<file path="config.mk">
export PLATFORM = sky130hd
export DESIGN_NAME = irq_pend_unit
export DESIGN_NICKNAME = d
export VERILOG_FILES = /design/src/rtl/irq_pkg.sv /design/src/rtl/lvl_decode.sv /design/src/rtl/tmr_unit.sv /design/src/rtl/pend_reg.sv /design/src/rtl/irq_pend_unit.sv
export SDC_FILE = /design/constraint.sdc
export NUM_CORES = 1
export LEC_CHECK = 0
export ABC_AREA = 1
export BUFFER_PORTS_ARGS = -buffer_cell sky130_fd_sc_hd__buf_4
export CAP_MARGIN = 0
export CORE_ASPECT_RATIO = 0.7
export CORE_UTILIZATION = 45
export DETAILED_ROUTE_END_ITERATION = 10
export PLACE_DENSITY = 0.71
export SLEW_MARGIN = 20
export SYNTH_ARGS = -nofsm -noshare
export SYNTH_HDL_FRONTEND = slang
export SYNTH_HIERARCHICAL = 1
export SYNTH_SLANG_ARGS = --single-unit
</file>
<file path="constraint.sdc">
create_clock -name clk -period 2.2 [get_ports clk]
set_input_delay 0.11 -clock clk [delete_from_list [all_inputs] [get_ports clk]]
set_output_delay 0.11 -clock clk [all_outputs]
set_load 0.01 [all_outputs]
</file>
<file path="src/rtl/irq_pkg.sv">
package irq_pkg;
  localparam int DEF_LVLS  = 8;
  localparam int DEF_IDX_W = 4;
  localparam int DEF_CNT_W = 32;
  localparam int DEF_SEL_W = $clog2(DEF_LVLS);
endpackage

</file>
<file path="src/rtl/lvl_decode.sv">
module lvl_decode #(
  parameter int NUM_LVL = irq_pkg::DEF_LVLS,
  parameter int IDX_W   = irq_pkg::DEF_IDX_W
) (
  input  logic               vld,
  input  logic [IDX_W-1:0]   idx,
  output logic [NUM_LVL-1:0] oh,
  output logic               bad
);
  localparam logic [IDX_W:0] LIM = (IDX_W+1)'(NUM_LVL);

  for (genvar i = 0; i < NUM_LVL; i++) begin : g_dec
    assign oh[i] = vld && (idx == IDX_W'(i));
  end

  assign bad = vld && ({1'b0, idx} >= LIM);
endmodule

</file>
<file path="src/rtl/tmr_unit.sv">
module tmr_unit #(
  parameter int NUM_LVL = irq_pkg::DEF_LVLS,
  parameter int CNT_W   = irq_pkg::DEF_CNT_W,
  parameter int SEL_W   = irq_pkg::DEF_SEL_W
) (
  input  logic               clk,
  input  logic               rst,
  input  logic               cnt_wr,
  input  logic [CNT_W-1:0]   cnt_wdata,
  input  logic               cmp_wr,
  input  logic [CNT_W-1:0]   cmp_wdata,
  input  logic [SEL_W-1:0]   sel,
  output logic [CNT_W-1:0]   cnt_q,
  output logic [NUM_LVL-1:0] tmr_oh
);
  logic [CNT_W-1:0] cmp_q;
  logic             match;

  always_ff @(posedge clk) begin
    if (rst) begin
      cnt_q <= '0;
      cmp_q <= '0;
    end else begin
      cnt_q <= cnt_wr ? cnt_wdata : cnt_q + CNT_W'(1);
      if (cmp_wr) cmp_q <= cmp_wdata;
    end
  end

  assign match = (cnt_q == cmp_q) && (cnt_q != '0);

  for (genvar i = 0; i < NUM_LVL; i++) begin : g_sel
    assign tmr_oh[i] = match && (sel == SEL_W'(i));
  end


  cnt_load_chk: assert property (@(posedge clk) disable iff (rst)
    cnt_wr |=> cnt_q == $past(cnt_wdata));

  cnt_incr_chk: assert property (@(posedge clk) disable iff (rst)
    !cnt_wr |=> cnt_q == $past(cnt_q) + CNT_W'(1));

  tmr_onehot_chk: assert property (@(posedge clk) disable iff (rst)
    $onehot0(tmr_oh));
endmodule

</file>
<file path="src/rtl/pend_reg.sv">
module pend_reg #(
  parameter int NUM_LVL = irq_pkg::DEF_LVLS
) (
  input  logic               clk,
  input  logic               rst,
  input  logic               clr_all,
  input  logic [NUM_LVL-1:0] set_vec,
  input  logic [NUM_LVL-1:0] clr_vec,
  output logic [NUM_LVL-1:0] pend_nxt,
  output logic [NUM_LVL-1:0] pend_q
);
  always_comb begin
    if (clr_all) pend_nxt = '0;
    else         pend_nxt = (pend_q & ~clr_vec) | set_vec;
  end

  always_ff @(posedge clk) begin
    if (rst) pend_q <= '0;
    else     pend_q <= pend_nxt;
  end


  clr_all_chk: assert property (@(posedge clk) disable iff (rst)
    clr_all |=> pend_q == '0);

  set_hits_chk: assert property (@(posedge clk) disable iff (rst)
    (!clr_all && set_vec != '0) |=> (pend_q & $past(set_vec)) == $past(set_vec));

  clr_hits_chk: assert property (@(posedge clk) disable iff (rst)
    (clr_vec & ~set_vec) != '0 |=> (pend_q & $past(clr_vec & ~set_vec)) == '0);

  others_kept_chk: assert property (@(posedge clk) disable iff (rst)
    !clr_all |=> ((pend_q ^ $past(pend_q)) & ~$past(set_vec | clr_vec)) == '0);
endmodule

</file>
<file path="src/rtl/irq_pend_unit.sv">
module irq_pend_unit #(
  parameter int NUM_LVL = irq_pkg::DEF_LVLS,
  parameter int IDX_W   = irq_pkg::DEF_IDX_W,
  parameter int CNT_W   = irq_pkg::DEF_CNT_W,
  parameter int SEL_W   = irq_pkg::DEF_SEL_W
) (
  input  logic               clk,
  input  logic               rst,
  input  logic               post_vld,
  input  logic [IDX_W-1:0]   post_idx,
  input  logic               clr_vld,
  input  logic [IDX_W-1:0]   clr_idx,
  input  logic               clr_all,
  input  logic               irq_en,
  input  logic               err_lvl,
  input  logic               exc_lvl,
  input  logic [NUM_LVL-1:0] irq_mask,
  input  logic               cnt_wr,
  input  logic [CNT_W-1:0]   cnt_wdata,
  input  logic               cmp_wr,
  input  logic [CNT_W-1:0]   cmp_wdata,
  input  logic [SEL_W-1:0]   tmr_sel,
  output logic [NUM_LVL-1:0] pend,
  output logic               any_pend,
  output logic               take_irq,
  output logic               idx_err,
  output logic [CNT_W-1:0]   cnt_val
);
  logic [NUM_LVL-1:0] post_oh, clr_oh, tmr_oh, pend_nxt;
  logic               post_bad, clr_bad, gate_ok;

  lvl_decode #(.NUM_LVL(NUM_LVL), .IDX_W(IDX_W)) i_post_dec (
    .vld(post_vld), .idx(post_idx), .oh(post_oh), .bad(post_bad));

  lvl_decode #(.NUM_LVL(NUM_LVL), .IDX_W(IDX_W)) i_clr_dec (
    .vld(clr_vld), .idx(clr_idx), .oh(clr_oh), .bad(clr_bad));

  tmr_unit #(.NUM_LVL(NUM_LVL), .CNT_W(CNT_W), .SEL_W(SEL_W)) i_tmr (
    .clk(clk), .rst(rst), .cnt_wr(cnt_wr), .cnt_wdata(cnt_wdata),
    .cmp_wr(cmp_wr), .cmp_wdata(cmp_wdata), .sel(tmr_sel),
    .cnt_q(cnt_val), .tmr_oh(tmr_oh));

  pend_reg #(.NUM_LVL(NUM_LVL)) i_pend (
    .clk(clk), .rst(rst), .clr_all(clr_all),
    .set_vec(post_oh | tmr_oh), .clr_vec(clr_oh),
    .pend_nxt(pend_nxt), .pend_q(pend));

  assign gate_ok = irq_en && !err_lvl && !exc_lvl;

  always_ff @(posedge clk) begin
    if (rst) begin
      any_pend <= 1'b0;
      take_irq <= 1'b0;
      idx_err  <= 1'b0;
    end else begin
      any_pend <= |pend_nxt;
      take_irq <= gate_ok && |(irq_mask & pend_nxt);
      idx_err  <= post_bad || clr_bad;
    end
  end


  any_match_chk: assert property (@(posedge clk) disable iff (rst)
    any_pend == (pend != '0));

  take_gate_chk: assert property (@(posedge clk) disable iff (rst)
    take_irq |-> $past(irq_en && !err_lvl && !exc_lvl));

  take_mask_chk: assert property (@(posedge clk) disable iff (rst)
    take_irq |-> (pend & $past(irq_mask)) != '0);

  bad_pulse_chk: assert property (@(posedge clk) disable iff (rst)
    (post_bad || clr_bad) |=> idx_err);

  bad_ignored_chk: assert property (@(posedge clk) disable iff (rst)
    (post_bad && !clr_vld && !clr_all && tmr_oh == '0) |=> pend == $past(pend));
endmodule

</file>
* Yosys cells after proc, flatten, opt, wreduce, memory -nomap -nowiden
Cells that the tools add are included.
Cells by class: $add $sub $neg 1, order comparisons 2, eq/ne operators 22, muxes and demuxes 2, bitwise operators 5, reduce and logical (&&, ||, !) cells 39
Operators with widths (count):
- adder 32 x 1 -> 32 bit (second input constant) | 1
- == test 32 bit | 1
- == test 4 x 3 -> 1 bit (second input constant) | 8
- 2-to-1 mux 32 bit | 1
- nonzero test 32 bit | 1
- logical AND 1 bit | 30
- AND 8 bit | 2
- == test 4 x 2 -> 1 bit (second input constant) | 4
- bitwise OR 8 bit | 2
- OR reduction 8 bit | 2
- == test 3 bit (second input constant) | 4
- == test 4 x 1 -> 1 bit (second input constant) | 2
- >= comparator 4 bit (second input constant) | 2
- logical NOT 4 bit | 2
- 2-to-1 mux 8 bit | 1
- NOT 8 bit | 1
- == test 3 x 2 -> 1 bit (second input constant) | 2
- == test 3 x 1 -> 1 bit (second input constant) | 1
- logical NOT 3 bit | 1
- logical NOT 1 bit | 2
- logical OR 1 bit | 1
Word-level totals: bits in registers 75, bits of input ports 93, output and inout bits 43

* Depth between registers and ports, before layout
Gate-level depths: netlist of run 1.
depth after elaboration 9, gate-level depth with buffers 20

* By module
Netlist of run 1, hierarchy kept.
By module, submodules not included:
- tmr_unit | times used 1, cells an instance 622, area each 3867.5 um^2
- pend_reg | times used 1, cells an instance 66, area each 379.1 um^2
- irq_pend_unit | times used 1, cells an instance 37, area each 215.2 um^2
- lvl_decode | times used 2, cells an instance 20, area each 77.6 um^2

* Worst setup path after synthesis of run 1
No wires, ideal clock.
path kind register to register, from reg i_tmr.cnt_q[17], to reg any_pend, library setup time 0.115 ns, arrival time 1.870 ns, data required time 2.085 ns, slack 0.215 ns, cell stages (with the launch flop) 17, path buffers 0, clock period less this slack 1.985 ns, path through dfxtp_1 > inv_1 > or2_2 > nand3_1 > nor2_1 > nand2_1 > nor2_1 > nand3_2 > nor2_1 > or2_2 > inv_1 > nand2_1 > nand2_1 > inv_1 > nor2_1 > nand4_1 > and2_1
On the way: longest elaborated chain between the ends 7, elaborated cells on any way between the ends 15, those cells by class 1 x eq/ne; 1 x mux; 2 x bitwise; 11 x reduce/logical
RTL lines:
- from (decl) | RTL line tmr_unit.sv:13 | output logic [CNT_W-1:0] cnt_q,
- from (signal assigned) | RTL line tmr_unit.sv:24 | cnt_q <= cnt_wr ? cnt_wdata : cnt_q + CNT_W'(1);
- == test 32 bit / nonzero test 32 bit (equally long branches) | RTL line tmr_unit.sv:29 | assign match = (cnt_q == cmp_q) && (cnt_q != '0);
- logical AND 1 bit (*) | RTL line tmr_unit.sv:29
- logical AND 1 bit (*) | RTL line tmr_unit.sv:32 | assign tmr_oh[i] = match && (sel == SEL_W'(i));
- named net tmr_oh[2] | RTL line irq_pend_unit.sv:29 | logic [NUM_LVL-1:0] post_oh, clr_oh, tmr_oh, pend_nxt;
- bitwise OR 8 bit (*) | RTL line irq_pend_unit.sv:45 | .set_vec(post_oh | tmr_oh), .clr_vec(clr_oh),
- bitwise OR 8 bit (*) | RTL line pend_reg.sv:14 | else pend_nxt = (pend_q & ~clr_vec) | set_vec;
- 2-to-1 mux 8 bit (*) | RTL line pend_reg.sv:13 | if (clr_all) pend_nxt = '0;
- named net pend_nxt[2] | RTL line irq_pend_unit.sv:29
- OR reduction 8 bit (*) | RTL line irq_pend_unit.sv:56 | any_pend <= |pend_nxt;
- to (signal assigned) | RTL line irq_pend_unit.sv:56
- to (decl) | RTL line irq_pend_unit.sv:24 | output logic any_pend,
Mark *: on every way through the listed nets, which the timed path passes. The rest lies on a longest branch. A chain may end at the register's enable or synchronous reset.

* Final worst setup path of run 1
from reg i_tmr.cnt_q[25], to reg any_pend
The elaborated chain is that of the path after synthesis.

==> impl_metrics.yaml, run 1 <==
grt:
  grt_pass1_wl_um: 22800
  grt-ovfl-total: 0
  antenna_found_initial: 0
  grt_pass1_vias: 4694
  track_usage_pct: 27.9
  grt_max_degree: 39
layout:
  num-nets-final: 1013
  final_util_pct: 65.0
  area_growth_pct: 38.4
  seq_area_mm2: 0.00155
  num-fill-cells: 913
  drive_gt1_share_pct: 29.7
  final_cells: 1051
  multiInputGateArea_mm2: 0.00269
  diodes: 0
sta:
  setup-violations-final: 0
  fin_crit_sh_pct: 95.3
  relSlewSlack_pct: 57.7
  timing.fmax_ghz: 0.477
  tightest_slew_ps: 633
  final.setup_skew_ps: 5.74
  hold_slack_ps: 2.70
  fin_crit_ps: 2100
  hold_viol: 0
  slew_viol_final: 0
placed_design:
  dpl.cell_count: 1025
  port_buffers: 135
  gp_congestion: 0.935
  dp_hpwl_um: 11400
clock_tree:
  cts_tree: "built"
  clkTransAtPathRegs_ps: 60
  cts-root-buf: "clkbuf_16"
  cts_max_level: 3
  max-clock-path-buffers: 2
  cts_made_buffers: 9
  clk_latency_ps: 340
  cts_num_sinks: 75
routing:
  vias: 5262
  ant_nets: 0
  vias_per_cell: 5.01
  drt_wl_total_um: 14800
  drc: 0
  drtIter0Drc: 409
  first_pass_iters: 5
  post_drt_wl_per_cell_um: 14.1
power:
  finalPower_mw: 3.61
  p_leak_nw: 3.19
  p_per_area_mw_per_mm2: 564
  ir_worst_vdd_mv: 0.390
yosys:
  syn_avg_cell_area_um2: 6.04
  synth_cell_types: 29
  ys_warn_count: 6
  synthFlopType: "dfxtp_1"
  synth_edf_count: 0
  ys_ff_latch: 75
  synth_fp_nets: 860
  ys_seq_area_share_pct: 32.5
  netlist_area_mm2: 0.00462
  syn_inst: 765
  async_flop_share_pct: 0
setup_path:
  arrival_ps: 2330
  worst-path-max-fanout: 6
  critPathKind: "reg2reg"
  required_ps: 2430
  critPathLaunchType: "register"
  cp-end-kind: "register"
floorplan:
  start_util_pct: 46.9
  io_pins: 136
  die_h_um: 86.7
  die_area_mm2: 0.0107
  core_mm2: 0.00983
  die_w_um: 123
  rows: 30
status:
  status: "complete, no violations"
worst_hold_path:
  hold_class: "in2reg"
run:
  cap_violations: 0
[kinds of logic after synthesis]
logic type               share of synthesized area [%]
AO/OA/AOI/OAI                                     9.40
adder cells (fa/ha/maj)                          0.542
XOR/XNOR                                          5.50
buffers and inverters                             11.7
flip-flops                                        32.5
AND/OR/NAND/NOR                                   40.3
[layer usage]
| metal | global-route usage, % | vias to the layer above | share of wire [%] |
|---|---|---|---|
| li1 | - | 2640 | - |
| met5 | 0 | - | 0 |
| met3 | 6.64 | 14 | 9.5 |
| met2 | 40.6 | 235 | 41 |
| met4 | 6.24 | 0 | 0.80 |
| met1 | 41.3 | 2373 | 48 |
[critical path, stage by stage (launching register included)]
cell	delay, ps
dfxtp_1	380
inv_1	110
nand3_1	90
nor2_2	110
nand3_1	100
nor2_2	160
nor2_4	70
nand3_4	90
nor2_1	40
or2_4	240
inv_2	40
nand2_1	50
nand2_1	90
inv_2	50
nor2_2	100
nand4_1	100
and2_1	160
[area by class of cell]
cell class,instances,area share (%)
Sequential cell,75,24.2
Tap cell,128,2.51
Clock inverter,3,0.235
Inverter,123,7.23
Timing Repair Buffer,162,19.9
Clock buffer,13,3.76
Multi-Input combinational cell,547,42.1
[placed cells by master (no fill, tap or decap), types with 6 or more instances in the layout]
cell type,synthesis,layout
a21oi_1,21,21
buf_4,1,152
clkbuf_16,0,9
dfxtp_1,75,49
dfxtp_2,0,20
dfxtp_4,0,6
dlygate4sd3_1,0,7
inv_1,118,99
inv_2,5,24
nand2_1,185,179
nand2_2,3,9
nand3_1,40,39
nor2_1,159,148
nor2_2,4,13
nor2_4,8,10
nor3_1,8,7
o21ai_0,49,49
o21ai_1,7,7
or2_4,0,9
xnor2_1,13,12
xor2_1,16,16
[where the power goes]
part           leakage [nW]  internal [mW]  switching, mW  total, mW
Sequential            0.631           1.45         0.0943       1.55
Clock                 0.127          0.759          0.553       1.31
Combinational          2.43          0.360          0.388      0.748
[registers in the layout, summed over array words and instances, names as in the netlist]
| name | count |
|---|---|
| take_irq | 1 |
| i_tmr/cnt_q | 32 |
| any_pend | 1 |
| idx_err | 1 |
| i_pend/pend_q | 8 |
| i_tmr/cmp_q | 32 |
[worst paths after layout]
| check | startpoint | end | slack [ps] | cells after the start |
|---|---|---|---|---|
| max reg2reg | i_tmr/cnt_q[25]$_SDFF_PP0_ | any_pend$_SDFF_PP0_ | 100 | 16 |
| min | cmp_wdata[29] | i_tmr/cmp_q[29]$_SDFFE_PP0P_ | 3 | 3 |
| max | i_tmr/cnt_q[25]$_SDFF_PP0_ | any_pend$_SDFF_PP0_ | 100 | 16 |
| min reg2reg | i_tmr/cmp_q[12]$_SDFFE_PP0P_ | i_tmr/cmp_q[12]$_SDFFE_PP0P_ | 470 | 2 |
[through the flow]
step | setup slack (ps) | instance area [um^2] | setup TNS [ps]
3_3_place_gp | -57.3 | 5880 | -57.3
4_1_cts | 1.54 | 6210 | 0
6_report | 104 | 6390 | 0
5_1_grt | -22.9 | 6390 | -33.1
2_1_floorplan | 215 | 4620 | 0
3_5_place_dp | -88.5 | 5880 | -88.5
[timing repair]
| item | in CTS | in global routing |
|---|---|---|
| endpoints found under the setup margin | 2 | 2 |
| cloned | 0 | 0 |
| hold buffers | 7 | 0 |
| setup buffers | 0 | 3 |
| endpoints found under the hold margin | 7 | 0 |
| pin swaps | 0 | 18 |
| gates resized for setup | 3 | 83 |
[cells in the mapped netlist (3+ instances only)]
master | count | area share (%)
nand2_1 | 185 | 15
nor2_1 | 159 | 13
inv_1 | 118 | 9.6
dfxtp_1 | 75 | 33
o21ai_0 | 49 | 5.3
nand3_1 | 40 | 4.3
a21oi_1 | 21 | 2.3
clkbuf_1 | 18 | 1.5
xor2_1 | 16 | 3.0
xnor2_1 | 13 | 2.5
or2_2 | 11 | 1.5
nor2_4 | 8 | 2.0
nor3_1 | 8 | 0.87
o21ai_1 | 7 | 0.76
inv_2 | 5 | 0.41
nand3_2 | 5 | 1.1
a31oi_1 | 4 | 0.54
nand4_1 | 4 | 0.54
nor2_2 | 4 | 0.54
nand2_2 | 3 | 0.41
(Power assumes the default switching activity.)
==> run 2: changes to the inputs <==
--- a/config.mk
+++ b/config.mk
@@ -9,9 +9,9 @@
 export BUFFER_PORTS_ARGS = -buffer_cell sky130_fd_sc_hd__buf_4
 export CAP_MARGIN = 0
 export CORE_ASPECT_RATIO = 0.7
-export CORE_UTILIZATION = 45
+export CORE_UTILIZATION = 50
 export DETAILED_ROUTE_END_ITERATION = 10
-export PLACE_DENSITY = 0.71
+export PLACE_DENSITY = 0.78
 export SLEW_MARGIN = 20
 export SYNTH_ARGS = -nofsm -noshare
 export SYNTH_HDL_FRONTEND = slang
==> impl_metrics.yaml, run 2 (same netlist as run 1, synthesis figures left out) <==
floorplan:
  rows: 28
  io_pins: 136
  die_area_mm2: 0.00963
  die_h_um: 82.4
  start_util_pct: 53.1
  die_w_um: 117
  core_mm2: 0.00869
clock_tree:
  cts_max_level: 3
  max-clock-path-buffers: 2
  cts-root-buf: "clkbuf_16"
  cts_num_sinks: 75
  cts_made_buffers: 9
  clk_latency_ps: 330
  clkTransAtPathRegs_ps: 60
  cts_tree: "built"
grt:
  grt_pass1_wl_um: 21900
  track_usage_pct: 30.4
  antenna_found_initial: 0
  grt_max_degree: 45
  grt-ovfl-total: 0
  grt_pass1_vias: 4464
routing:
  first_pass_iters: 6
  ant_nets: 0
  vias_per_cell: 4.94
  post_drt_wl_per_cell_um: 13.8
  drtIter0Drc: 436
  drc: 0
  drt_wl_total_um: 14600
  vias: 5205
layout:
  diodes: 0
  final_cell_mix: "nand2_1 (169), buf_4 (161), nor2_1 (138)"
  top_regs: "i_tmr/cmp_q x32, i_tmr/cnt_q x32, i_pend/pend_q x8"
  num-nets-final: 1024
  final_util_pct: 75.5
  area_growth_pct: 42.2
  drive_gt1_share_pct: 33.0
  final_common_cell: "nand2_1"
sta:
  relSlewSlack_pct: 70.6
  final.setup_skew_ps: 3.96
  timing.fmax_ghz: 0.472
  rsz0062_at_grt: "true"
  slew_viol_final: 0
  fin_crit_sh_pct: 96.3
  tightest_slew_ps: 441
  fin_crit_ps: 2120
  setup-violations-final: 0
  hold_viol: 0
setup_path:
  arrival_ps: 2350
  critPathLaunchType: "register"
  worst-path-max-fanout: 4
  required_ps: 2430
  critPathKind: "reg2reg"
  reg2reg_depth: 17
  cp-end-kind: "register"
power:
  p_per_area_mw_per_mm2: 581
  finalPower_mw: 3.81
  p_leak_nw: 3.24
  ir_worst_vdd_mv: 0.434
worst_hold_path:
  holdPathStages: 3
  hold_class: "in2reg"
run:
  cap_violations: 0
placed_design:
  port_buffers: 135
  gp_congestion: 0.921
  dp_hpwl_um: 11000
status:
  status: "complete, no violations"
-- run 2: routing by layer --
metal / wire [um] / share of wire [%] / GRT usage, %
met2: 5900 / 40 / 43.1
met1: 7340 / 50 / 45.8
met4: 114 / 0.78 / 7.85
met5: 0 / 0 / 0
met3: 1240 / 8.5 / 6.79
-- run 2: worst paths after layout --
path / start / endpoint / slack, ps
setup / recovery: i_tmr/cnt_q[1]$_SDFF_PP0_ / any_pend$_SDFF_PP0_ / 80
hold / removal: cmp_wdata[26] / i_tmr/cmp_q[26]$_SDFFE_PP0P_ / 7
setup reg to reg: i_tmr/cnt_q[1]$_SDFF_PP0_ / any_pend$_SDFF_PP0_ / 80
hold reg to reg: i_tmr/cmp_q[5]$_SDFFE_PP0P_ / i_tmr/cmp_q[5]$_SDFFE_PP0P_ / 470
-- run 2: critical path, stage by stage (launching register included) --
cell and delay, ps:
dfxtp_2 330, inv_2 80, ha_4 140, nand3_4 60
nor2_4 120, nand3_2 90, nor2_4 130, nor2_4 60
nand3_4 100, nor2_2 40, or2_4 240, inv_2 50
nand2_2 50, nand2_2 70, inv_2 50, nor2_2 90
nand4_1 120, and2_1 170
-- run 2: where the power goes --
part	leakage [nW]	internal [mW]	total (mW)	switching, mW
combinational	2.48	0.381	0.792	0.411
sequential	0.630	1.45	1.54	0.0926
clock	0.139	0.908	1.48	0.571
total	3.24	2.74	3.81	1.08
-- run 2: timing repair --
item	CTS	global route
setup buffers	0	7
pin swaps	1	32
gates resized for setup	2	113
endpoints found under the hold margin	9	0
hold buffers	9	0
endpoints found under the setup margin	2	2
-- run 2: layout make-up --
cell class / count / area, um^2
clock buffer: 12 / 246
clock inverter: 4 / 50.0
fill: 692 / 2120
inverter: 123 / 464
multi-input combinational: 547 / 2770
sequential: 75 / 1550
tap: 120 / 150
timing repair buffer: 173 / 1340
-- run 2: through the flow --
stage	setup WS, ps	cells	cell area, um^2	hold WS [ps]	setup TNS (ps)
after floorplan	215	765	4620	182	0
after global placement	-59.9	1022	5880	331	-112
after detailed placement	-31.7	1022	5880	337	-63.0
after CTS	7.01	1047	6270	2.44	0
after global routing	-37.9	1054	6560	7.76	-61.2
final	80.4	1054	6560	7.34	0
==> run 3: changes to the inputs <==
--- a/config.mk
+++ b/config.mk
@@ -6,12 +6,14 @@
 export NUM_CORES = 1
 export LEC_CHECK = 0
 export ABC_AREA = 1
-export BUFFER_PORTS_ARGS = -buffer_cell sky130_fd_sc_hd__buf_4
+export BUFFER_PORTS_ARGS = -buffer_cell sky130_fd_sc_hd__buf_2
 export CAP_MARGIN = 0
+export CELL_PAD_IN_SITES_DETAIL_PLACEMENT = 1
+export CELL_PAD_IN_SITES_GLOBAL_PLACEMENT = 1
 export CORE_ASPECT_RATIO = 0.7
-export CORE_UTILIZATION = 50
+export CORE_UTILIZATION = 35
 export DETAILED_ROUTE_END_ITERATION = 10
-export PLACE_DENSITY = 0.78
+export PLACE_DENSITY_LB_ADDON = 0.1
 export SLEW_MARGIN = 20
 export SYNTH_ARGS = -nofsm -noshare
 export SYNTH_HDL_FRONTEND = slang
==> impl_metrics.yaml, run 3 (same netlist as run 1, synthesis figures left out) <==
sta:
  tns_ps: 0
  slew_viol_final: 0
  relSlewSlack_pct: 72.7
  hold_viol: 0
  timing.fmax_ghz: 0.460
  rsz0062_at_grt: "true"
  tightest_slew_ps: 406
  final.setup_skew_ps: 5.76
  fin_crit_ps: 2170
  fin_crit_sh_pct: 98.8
  setup-violations-final: 0
clock_tree:
  cts_made_buffers: 9
  cts_tree: "built"
  max-clock-path-buffers: 2
  cts_max_level: 3
  cts_num_sinks: 75
  clkTransAtPathRegs_ps: 60
  cts-root-buf: "clkbuf_16"
  clk_latency_ps: 340
grt:
  grt_busiest_layer: "met2"
  antenna_found_initial: 0
  track_usage_pct: 25.8
  grt_max_degree: 44
  grt-ovfl-total: 0
  grt_use_met3_pct: 4.51
  grt_pass1_wl_um: 27700
  grt_pass1_vias: 5482
  use_met2_pct: 41.0
  use_met1_pct: 36.6
power:
  swShare_pct: 30.1
  p_clk_share_pct: 39.4
  p_per_area_mw_per_mm2: 596
  p_leak_nw: 3.26
  ir_worst_vdd_mv: 0.365
  seq_power_share_pct: 40.0
  p_comb_share_pct: 20.6
  p_int_mw: 2.68
  switchingPower_mw: 1.16
run:
  cap_violations: 0
placed_design:
  gp_congestion: 0.898
  dpl.cell_count: 1070
  port_buffers: 135
  dp_hpwl_um: 13400
setup_path:
  ff2ff_setup_slack_ps: 30
  critPathLaunchType: "register"
  critPathKind: "reg2reg"
  cp-end-kind: "register"
  required_ps: 2470
  arrival_ps: 2450
  worst-path-max-fanout: 4
floorplan:
  core_mm2: 0.0126
  die_w_um: 139
  start_util_pct: 36.5
  io_pins: 136
  rows: 34
  die_area_mm2: 0.0137
  die_h_um: 98.1
worst_hold_path:
  hold_class: "in2reg"
layout:
  final_cells: 1107
  diodes: 0
  num-nets-final: 1036
  num-fill-cells: 1728
  final_cell_mix: "nand2_1 (165), nor2_1 (136), buf_2 (135)"
  final_common_cell: "nand2_1"
  area_growth_pct: 39.6
  drive_gt1_share_pct: 34.7
  top_regs: "i_tmr/cmp_q x32, i_tmr/cnt_q x32, i_pend/pend_q x8"
routing:
  vias: 5313
  first_pass_iters: 4
  post_drt_wl_per_cell_um: 15.8
  ant_nets: 0
  drtIter0Drc: 210
  drc: 0
  drt_wl_total_um: 17500
  vias_per_cell: 4.80
status:
  status: "complete, no violations"
## run 3: layout make-up
class	instances	area (um^2)	share of cell area (%)
multi-input combinational	547	2850	44.2
timing repair buffer	185	1080	16.8
sequential	75	1560	24.1
tap	162	203	3.14
inverter	123	464	7.20
clock buffer	10	239	3.71
clock inverter	5	53.8	0.835
## run 3: what timing repair did
action,CTS,global route
setup endpoints to repair,2,3
endpoints found under the hold margin,7,0
buffers inserted,2,13
resized for setup,33,102
hold buffers,7,0
pin swaps,9,39
## run 3: metal layers
metal | share of wire [%] | routed length (um)
met3 | 4.3 | 749
met2 | 45 | 7910
met5 | 0 | 0
met1 | 50 | 8720
met4 | 0.78 | 137
## run 3: metrics by stage
stage / hold WS [ps] / instance area, um^2 / total power, mW / util [%] / worst slack (ps)
global placement: 330 / 5630 / 2.21 / 44.5 / -45.2
CTS: 1.18 / 6100 / 3.78 / 48.3 / 0.445
floorplan: 182 / 4620 / 1.91 / - / 215
finish: 4.73 / 6450 / 3.84 / 51.0 / 25.9
detailed placement: 339 / 5630 / 2.24 / 44.5 / -149
global route: 3.59 / 6450 / 4.02 / 51.0 / -116
## run 3: final timing paths
kind                                                    from                           end  cells past startpoint
worst max-delay path               i_tmr/cnt_q[1]$_SDFF_PP0_           take_irq$_SDFF_PP0_                     19
worst min-delay path                           cmp_wdata[16]  i_tmr/cmp_q[16]$_SDFFE_PP0P_                      3
worst max register to register     i_tmr/cnt_q[1]$_SDFF_PP0_           take_irq$_SDFF_PP0_                     19
worst min register to register  i_tmr/cmp_q[11]$_SDFFE_PP0P_  i_tmr/cmp_q[11]$_SDFFE_PP0P_                      2
## run 3: power by group through the flow
| stage | combinational [mW] | clock [mW] | sequential (mW) |
|---|---|---|---|
| after floorplan | 0.341 | 0 | 1.57 |
| after global placement | 0.660 | 0 | 1.55 |
| after detailed placement | 0.679 | 0 | 1.56 |
| after CTS | 0.716 | 1.53 | 1.53 |
| after global routing | 0.878 | 1.59 | 1.55 |
| final | 0.791 | 1.51 | 1.54 |
## run 3: worst max-delay path, stage by stage (launching register included)
cell,delay (ps)
dfxtp_2,330
buf_6,120
nand2_4,70
nand2_4,50
nor2_4,110
nand2_2,80
nor2_1,120
nand2_1,100
nor2_4,170
nand3_4,140
nor2_2,140
or2_4,120
inv_2,30
nand2_2,40
nand2_2,60
inv_2,100
nand2_1,60
nand2_1,70
nor2_2,40
a21oi_1,130
